$ cat src/rtl/cbl_pkg.sv
`timescale 1ns/1ps
package cbl_pkg;
  typedef enum logic [1:0] {
    ST_IDLE  = 2'd0,
    ST_WAIT  = 2'd1,
    ST_BURST = 2'd2
  } cbl_state_e;
endpackage

$ cat src/rtl/cbl_row_stage.sv
`timescale 1ns/1ps
module cbl_row_stage #(
  parameter int NCH = 4,
  parameter int DW  = 16,
  localparam int CW = (NCH > 1) ? $clog2(NCH) : 1,
  localparam int LW = CW + 1
) (
  input  logic          clk,
  input  logic          rst_n,
  input  logic          clr,
  input  logic          accept_en,
  input  logic [LW-1:0] row_len,
  input  logic          s_valid,
  input  logic [DW-1:0] s_data,
  output logic          s_ready,
  output logic          row_full,
  input  logic [CW-1:0] rd_idx,
  output logic [DW-1:0] rd_word
);
  logic [LW-1:0] cnt_q, cnt_d;
  logic          cnt_en;
  logic [DW-1:0] mem_q [NCH];
  logic          take;

  assign s_ready  = accept_en && (cnt_q < row_len);
  assign row_full = (cnt_q == row_len);
  assign take     = s_valid && s_ready;
  assign rd_word  = mem_q[rd_idx];

  always_comb begin
    cnt_en = clr || take;
    cnt_d  = cnt_q;
    if (clr)       cnt_d = '0;
    else if (take) cnt_d = cnt_q + LW'(1);
  end

  always_ff @(posedge clk or negedge rst_n) begin
    if (!rst_n)      cnt_q <= '0;
    else if (cnt_en) cnt_q <= cnt_d;
  end

  for (genvar i = 0; i < NCH; i++) begin : g_slot
    logic slot_en;
    assign slot_en = take && (cnt_q == LW'(i));
    always_ff @(posedge clk or negedge rst_n) begin
      if (!rst_n)       mem_q[i] <= '0;
      else if (slot_en) mem_q[i] <= s_data;
    end
  end
endmodule

$ cat src/rtl/cbl_burst_seq.sv
`timescale 1ns/1ps
module cbl_burst_seq
  import cbl_pkg::*;
#(
  parameter int NCH = 4,
  parameter int RW  = 16,
  localparam int CW = (NCH > 1) ? $clog2(NCH) : 1,
  localparam int LW = CW + 1
) (
  input  logic          clk,
  input  logic          rst_n,
  input  logic          start,
  input  logic [RW-1:0] rows,
  input  logic [CW-1:0] first,
  input  logic [CW-1:0] last,
  input  logic          upd_evt,
  input  logic          row_full,
  output logic          accept_en,
  output logic          stage_clr,
  output logic [LW-1:0] row_len,
  output logic          wr_en,
  output logic [CW-1:0] wr_lane,
  output logic [CW-1:0] wr_idx,
  output logic [NCH-1:0] ch_mask,
  output logic          xfer_en,
  output logic          underrun,
  output logic          done
);
  cbl_state_e     state_q, state_d;
  logic [CW-1:0]  first_q, first_d;
  logic [LW-1:0]  len_q, len_d;
  logic [RW-1:0]  rows_q, rows_d;
  logic [CW-1:0]  k_q, k_d;
  logic [NCH-1:0] mask_q, mask_d;
  logic           unr_q, unr_d;
  logic           done_q, done_d;
  logic [LW-1:0]  span;
  logic [NCH-1:0] span_mask;

  always_comb begin
    if (last >= first) span = {1'b0, last} - {1'b0, first} + LW'(1);
    else               span = LW'(1);
  end

  always_comb begin
    for (int c = 0; c < NCH; c++) begin
      span_mask[c] = (c >= int'(first)) && (c < int'(first) + int'(span));
    end
  end

  always_comb begin
    state_d   = state_q;
    first_d   = first_q;
    len_d     = len_q;
    rows_d    = rows_q;
    k_d       = k_q;
    mask_d    = mask_q;
    unr_d     = 1'b0;
    done_d    = 1'b0;
    stage_clr = 1'b0;
    wr_en     = 1'b0;
    unique case (state_q)
      ST_IDLE: begin
        if (start) begin
          first_d   = first;
          len_d     = span;
          mask_d    = span_mask;
          stage_clr = 1'b1;
          if (rows == '0) begin
            done_d = 1'b1;
          end else begin
            rows_d  = rows;
            state_d = ST_WAIT;
          end
        end
      end
      ST_WAIT: begin
        if (upd_evt) begin
          if (row_full) begin
            state_d = ST_BURST;
            k_d     = '0;
          end else begin
            unr_d = 1'b1;
          end
        end
      end
      ST_BURST: begin
        wr_en = 1'b1;
        if ({1'b0, k_q} == len_q - LW'(1)) begin
          stage_clr = 1'b1;
          rows_d    = rows_q - RW'(1);
          if (rows_q == RW'(1)) begin
            state_d = ST_IDLE;
            done_d  = 1'b1;
          end else begin
            state_d = ST_WAIT;
          end
        end else begin
          k_d = k_q + CW'(1);
        end
      end
      default: state_d = ST_IDLE;
    endcase
  end

  always_ff @(posedge clk or negedge rst_n) begin
    if (!rst_n) begin
      state_q <= ST_IDLE;
      first_q <= '0;
      len_q   <= '0;
      rows_q  <= '0;
      k_q     <= '0;
      mask_q  <= '0;
      unr_q   <= 1'b0;
      done_q  <= 1'b0;
    end else begin
      state_q <= state_d;
      first_q <= first_d;
      len_q   <= len_d;
      rows_q  <= rows_d;
      k_q     <= k_d;
      mask_q  <= mask_d;
      unr_q   <= unr_d;
      done_q  <= done_d;
    end
  end

  assign accept_en = (state_q == ST_WAIT);
  assign row_len   = len_q;
  assign wr_lane   = first_q + k_q;
  assign wr_idx    = k_q;
  assign ch_mask   = mask_q;
  assign xfer_en   = (state_q != ST_IDLE);
  assign underrun  = unr_q;
  assign done      = done_q;
endmodule

$ cat src/rtl/cbl_preload_bank.sv
`timescale 1ns/1ps
module cbl_preload_bank #(
  parameter int NCH = 4,
  parameter int DW  = 16,
  localparam int CW = (NCH > 1) ? $clog2(NCH) : 1
) (
  input  logic            clk,
  input  logic            rst_n,
  input  logic            wr_en,
  input  logic [CW-1:0]   wr_lane,
  input  logic [DW-1:0]   wr_data,
  input  logic            upd_evt,
  output logic [NCH-1:0]  pre_we,
  output logic [NCH*DW-1:0] cmp_active
);
  for (genvar c = 0; c < NCH; c++) begin : g_ch
    logic [DW-1:0] pre_q;
    logic [DW-1:0] act_q;
    logic          hit;

    assign hit       = wr_en && (wr_lane == CW'(c));
    assign pre_we[c] = hit;

    always_ff @(posedge clk or negedge rst_n) begin
      if (!rst_n)   pre_q <= '0;
      else if (hit) pre_q <= wr_data;
    end

    always_ff @(posedge clk or negedge rst_n) begin
      if (!rst_n)       act_q <= '0;
      else if (upd_evt) act_q <= pre_q;
    end

    assign cmp_active[c*DW +: DW] = act_q;
  end
endmodule

$ cat src/rtl/cbl_burst_loader.sv
`timescale 1ns/1ps
module cbl_burst_loader #(
  parameter int NCH = 4,
  parameter int DW  = 16,
  parameter int RW  = 16
) (
  input  logic                          clk,
  input  logic                          rst_n,
  input  logic                          seq_start,
  input  logic [RW-1:0]                 seq_rows,
  input  logic [$clog2(NCH)-1:0]        ch_first,
  input  logic [$clog2(NCH)-1:0]        ch_last,
  input  logic                          upd_evt,
  input  logic                          s_valid,
  input  logic [DW-1:0]                 s_data,
  output logic                          s_ready,
  output logic [NCH-1:0]                pre_we,
  output logic [DW-1:0]                 pre_wdata,
  output logic [NCH*DW-1:0]             cmp_active,
  output logic [NCH-1:0]                ch_enable,
  output logic                          xfer_en,
  output logic                          underrun,
  output logic                          done
);
  localparam int CW = $clog2(NCH);
  localparam int LW = CW + 1;

  logic          accept_en;
  logic          stage_clr;
  logic [LW-1:0] row_len;
  logic          row_full;
  logic          wr_en;
  logic [CW-1:0] wr_lane;
  logic [CW-1:0] wr_idx;
  logic [DW-1:0] rd_word;

  cbl_burst_seq #(.NCH(NCH), .RW(RW)) seq_i (
    .clk       (clk),
    .rst_n     (rst_n),
    .start     (seq_start),
    .rows      (seq_rows),
    .first     (ch_first),
    .last      (ch_last),
    .upd_evt   (upd_evt),
    .row_full  (row_full),
    .accept_en (accept_en),
    .stage_clr (stage_clr),
    .row_len   (row_len),
    .wr_en     (wr_en),
    .wr_lane   (wr_lane),
    .wr_idx    (wr_idx),
    .ch_mask   (ch_enable),
    .xfer_en   (xfer_en),
    .underrun  (underrun),
    .done      (done)
  );

  cbl_row_stage #(.NCH(NCH), .DW(DW)) stage_i (
    .clk       (clk),
    .rst_n     (rst_n),
    .clr       (stage_clr),
    .accept_en (accept_en),
    .row_len   (row_len),
    .s_valid   (s_valid),
    .s_data    (s_data),
    .s_ready   (s_ready),
    .row_full  (row_full),
    .rd_idx    (wr_idx),
    .rd_word   (rd_word)
  );

  cbl_preload_bank #(.NCH(NCH), .DW(DW)) bank_i (
    .clk        (clk),
    .rst_n      (rst_n),
    .wr_en      (wr_en),
    .wr_lane    (wr_lane),
    .wr_data    (rd_word),
    .upd_evt    (upd_evt),
    .pre_we     (pre_we),
    .cmp_active (cmp_active)
  );

  assign pre_wdata = rd_word;
endmodule

$ cat config.mk
export PLATFORM = sky130hd
export DESIGN_NAME = cbl_burst_loader
export DESIGN_NICKNAME = d
export VERILOG_FILES = /design/src/rtl/cbl_pkg.sv /design/src/rtl/cbl_row_stage.sv /design/src/rtl/cbl_burst_seq.sv /design/src/rtl/cbl_preload_bank.sv /design/src/rtl/cbl_burst_loader.sv
export SDC_FILE = /design/constraint.sdc
export NUM_CORES = 1
export LEC_CHECK = 0
export BUFFER_PORTS_ARGS = -buffer_cell sky130_fd_sc_hd__buf_4
export CAP_MARGIN = 20
export CORE_MARGIN = 5
export CORE_UTILIZATION = 30
export CTS_CLUSTER_DIAMETER = 200
export DETAILED_ROUTE_END_ITERATION = 16
export GPL_TIMING_DRIVEN = 0
export SETUP_SLACK_MARGIN = 0.4
export SYNTH_ARGS = -nofsm -noshare
export SYNTH_HDL_FRONTEND = slang
export SYNTH_SLANG_ARGS = --single-unit
$ cat constraint.sdc
create_clock -name clk -period 3.1 [get_ports clk]
set_clock_uncertainty 0.1 [all_clocks]
set_input_delay 0.155 -clock clk [delete_from_list [all_inputs] [get_ports clk]]
set_output_delay 0.155 -clock clk [all_outputs]
set_load 0.005 [all_outputs]
==> metrics.csv <==
metric;value;unit
core-area;32500;um2
hpwl;16.2;mm
yosysWarnings;0;
synth_flop_cell;dfrtp_1;
antenna_found_initial;3;
synth_xor_area_share;0.888;%
switching_share;21.1;%
p_per_area;488;nW/um2
hp-start;seq_rows[5];
leakagePower;0.00647;uW
hold_violations;0;
worstPathArrival;2.35;ns
n_antenna_cell;0;
synth_top_area_cell;dfrtp_1;
num_vias;6240;
reg2reg_depth;8;
p_clk_share;49.0;%
yosysMostFrequentCell;dfrtp_1;
rows;66;
final_antenna_net_count;0;
synth_mux_area_share;26.1;%
die_x;191;um
r2r_slack;0.61;ns
clkLatencyLatePin;0.51;ns
dr.pass1.iters;4;
drive_above_1_share;46.6;%
hp-class;in -> reg;
synth_edf_count;0;
synth_simple_gate_area_share;5.98;%
fmax;0.384;GHz
ys_types;58;
place.gp.congestion;0.825;
pwr-share-seq;47.1;%
ir_drop;443;uV
wl_per_cell;17.2;um
r2r_start;seq_i.row_len[0];
design_power_total;6260;uW
worst_pin_slew;0.855;ns
drt_wl_total;23.2;mm
clockRootBuffer;clkbuf_16;
fin_ws;0.499;ns
die_h;191;um
ys_seq_elements;226;
io_buffers;130;
switchingPower;1320;uW
synth_adder_area_share;2.49;%
grtUsageTotal;12.7;%
syn_nets;752;
internal-power;4940;uW
critPathKind;reg -> out;
cts_tree;built;
hold_path_end;seq_i.done;
yosysSeqAreaShare;57.4;%
cp-end-kind;output port;
grt_pass1_vias;6551;
grt_util_met1;18.2;%
synthTopCellsByCount;226 x dfrtp_1, 194 x mux2_2, 24 x a21oi_1, 24 x nor2_1, 23 x o21ai_0;
cts_sinks;226;
top_usage_layer;met2;
cts_htree_levels;1;
die-area;36600;um2
status;finished clean;
comb_power_share;3.8;%
yosysTopAreaCellShare;57.4;%
syn_area_per_cell;14.2;um2
holdPathStages;4;
area_growth;30.1;%
synth_compound_area_share;4.32;%
path_clk_slew;0.06;ns
r2r_end;seq_i.rows_q[9];
globalRouteMet2Util;20.3;%
startpoint_type;flop;
grt_max_degree;113;
syn_inst;692;
setup_viol;0;
cts_buffer_depth;3;
async_flop_share;100;%
cts_inserted_buffers;26;
synth_top_family_by_area;multiplexers;
grt_pass1_wl;37.4;mm
holdWs;0.0346;ns
rsz0062_at_grt;true;
synthTopCellsByArea;dfrtp_1 57%, mux2_2 22%, mux4_2 3.7%;
relSlewSlack;43.0;%
required;2.84;ns
grt.overflow.total;0;
place_ws;0.384;ns
crit_fanout;10;
drtIter0Drc;285;
max_cap_violations;0;
start_util;30.4;%
drc_errors;0;
layout.nets;954;
gr-usage-met3;2.50;%
ios;133;
final.period_utilization;83.9;%
maxSlewViolCount;0;
synth_area;9860;um2
post-route-min-period;2.60;ns
via_per_inst;4.62;
==> routing by layer <==
metal / part of all wire (%) / wire, um
met5: 0.12 / 28
met4: 1.0 / 237
met1: 47 / 10900
met2: 47 / 10800
met3: 5.4 / 1250
==> layout by cell type (no fill, tap or decap), types with 3 or more instances in the layout <==
| cell type | netlist | routed |
|---|---|---|
| xor2_1 | 4 | 3 |
| nor2_4 | 0 | 4 |
| nand2b_1 | 3 | 3 |
| ha_1 | 18 | 18 |
| nor3_1 | 8 | 8 |
| nand2_1 | 21 | 19 |
| nor4_1 | 6 | 6 |
| clkbuf_16 | 0 | 27 |
| dfrtp_1 | 226 | 226 |
| nand4_4 | 3 | 3 |
| buf_4 | 7 | 140 |
| clkbuf_1 | 10 | 13 |
| mux4_2 | 16 | 16 |
| buf_1 | 6 | 5 |
| buf_6 | 6 | 6 |
| xnor2_1 | 6 | 4 |
| mux2_2 | 194 | 194 |
| a21oi_1 | 24 | 24 |
| and3_1 | 3 | 3 |
| clkbuf_8 | 0 | 6 |
| and2_1 | 4 | 4 |
| nand3_1 | 6 | 6 |
| clkbuf_4 | 0 | 3 |
| inv_1 | 19 | 19 |
| mux2i_1 | 3 | 3 |
| o21ai_0 | 23 | 23 |
| nor2_1 | 24 | 22 |
| dlygate4sd3_1 | 0 | 38 |
==> registers in the layout, indices dropped and copies added, names as in the netlist <==
signal             count
bank_i.g_ch.act_q     64
bank_i.g_ch.pre_q     64
stage_i.mem_q         64
seq_i.rows_q          16
seq_i.ch_mask          4
seq_i.row_len          3
stage_i.cnt_q          3
seq_i.first_q          2
seq_i.state_q          2
seq_i.wr_idx           2
seq_i.done             1
seq_i.underrun         1
==> power by group through the flow <==
stage	clock [uW]	sequential, uW	combinational (uW)
floorplan	0	3000	59.7
global placement	0	3000	195
detailed placement	0	3000	207
CTS	3180	2950	247
global route	3280	2950	272
finish	3070	2950	241
==> kinds of logic after synthesis <==
group | after synthesis
DFF | 226
adders and majority gates | 19
muxes | 213
buffers and inverters | 54
AOI/OAI and AO/OA | 70
and+or+nand+nor | 100
xor gates and xnor gates | 10
==> how the worst max path moves through the flow <==
stage	slack, ns	to	start	cells after the start
2_1_floorplan	1.01	stage_i.mem_q[10]	stage_i.cnt_q[1]	8
3_3_place_gp	-0.06	bank_i.g_ch[1].act_q[1]	rst_n	1
3_5_place_dp	0.38	bank_i.g_ch[3].pre_q[14]	seq_i.state_q[1]	7
4_1_cts	0.39	pre_we[0]	seq_i.first_q[0]	8
5_1_grt	0.36	pre_we[0]	seq_i.first_q[0]	8
6_report	0.50	pre_we[0]	seq_i.first_q[0]	8
==> area by class of cell <==
type                       count  area (um2)
fill                        3082       19600
sequential                   226        5660
multi-input combinational    412        4010
timing repair buffer         174        1460
clock buffer                  36         769
tap                          442         553
buffer                        34         216
clock inverter                 7        95.1
inverter                      20        75.1
==> repair_timing <==
item                                    4_1_cts  5_1_grt
hold buffers                                 38        0
setup buffers                                 0        3
pin swaps                                     0        2
gates cloned                                  0        0
endpoints found under the hold margin       219        0
resized for setup                            13        7
endpoints found under the setup margin       15       12
==> critical path, cell delays in order, from the launching register on <==
cell and delay (ns):
dfrtp_1 0.40, ha_1 0.27, xnor2_4 0.26, xor2_4 0.24, nand2_4 0.16, clkbuf_4 0.25
inv_1 0.07, buf_4 0.09, buf_4 0.09
==> through the flow <==
stage	setup TNS [ns]	area (um2)	utilization (%)	cells
2_1_floorplan	0	9860	-	692
3_3_place_gp	-9.29	11400	35.1	1264
3_5_place_dp	0	11400	35.3	1266
4_1_cts	0	12800	39.3	1347
5_1_grt	0	12800	39.5	1351
6_report	0	12800	39.5	1351
(Power assumes the default switching activity.)
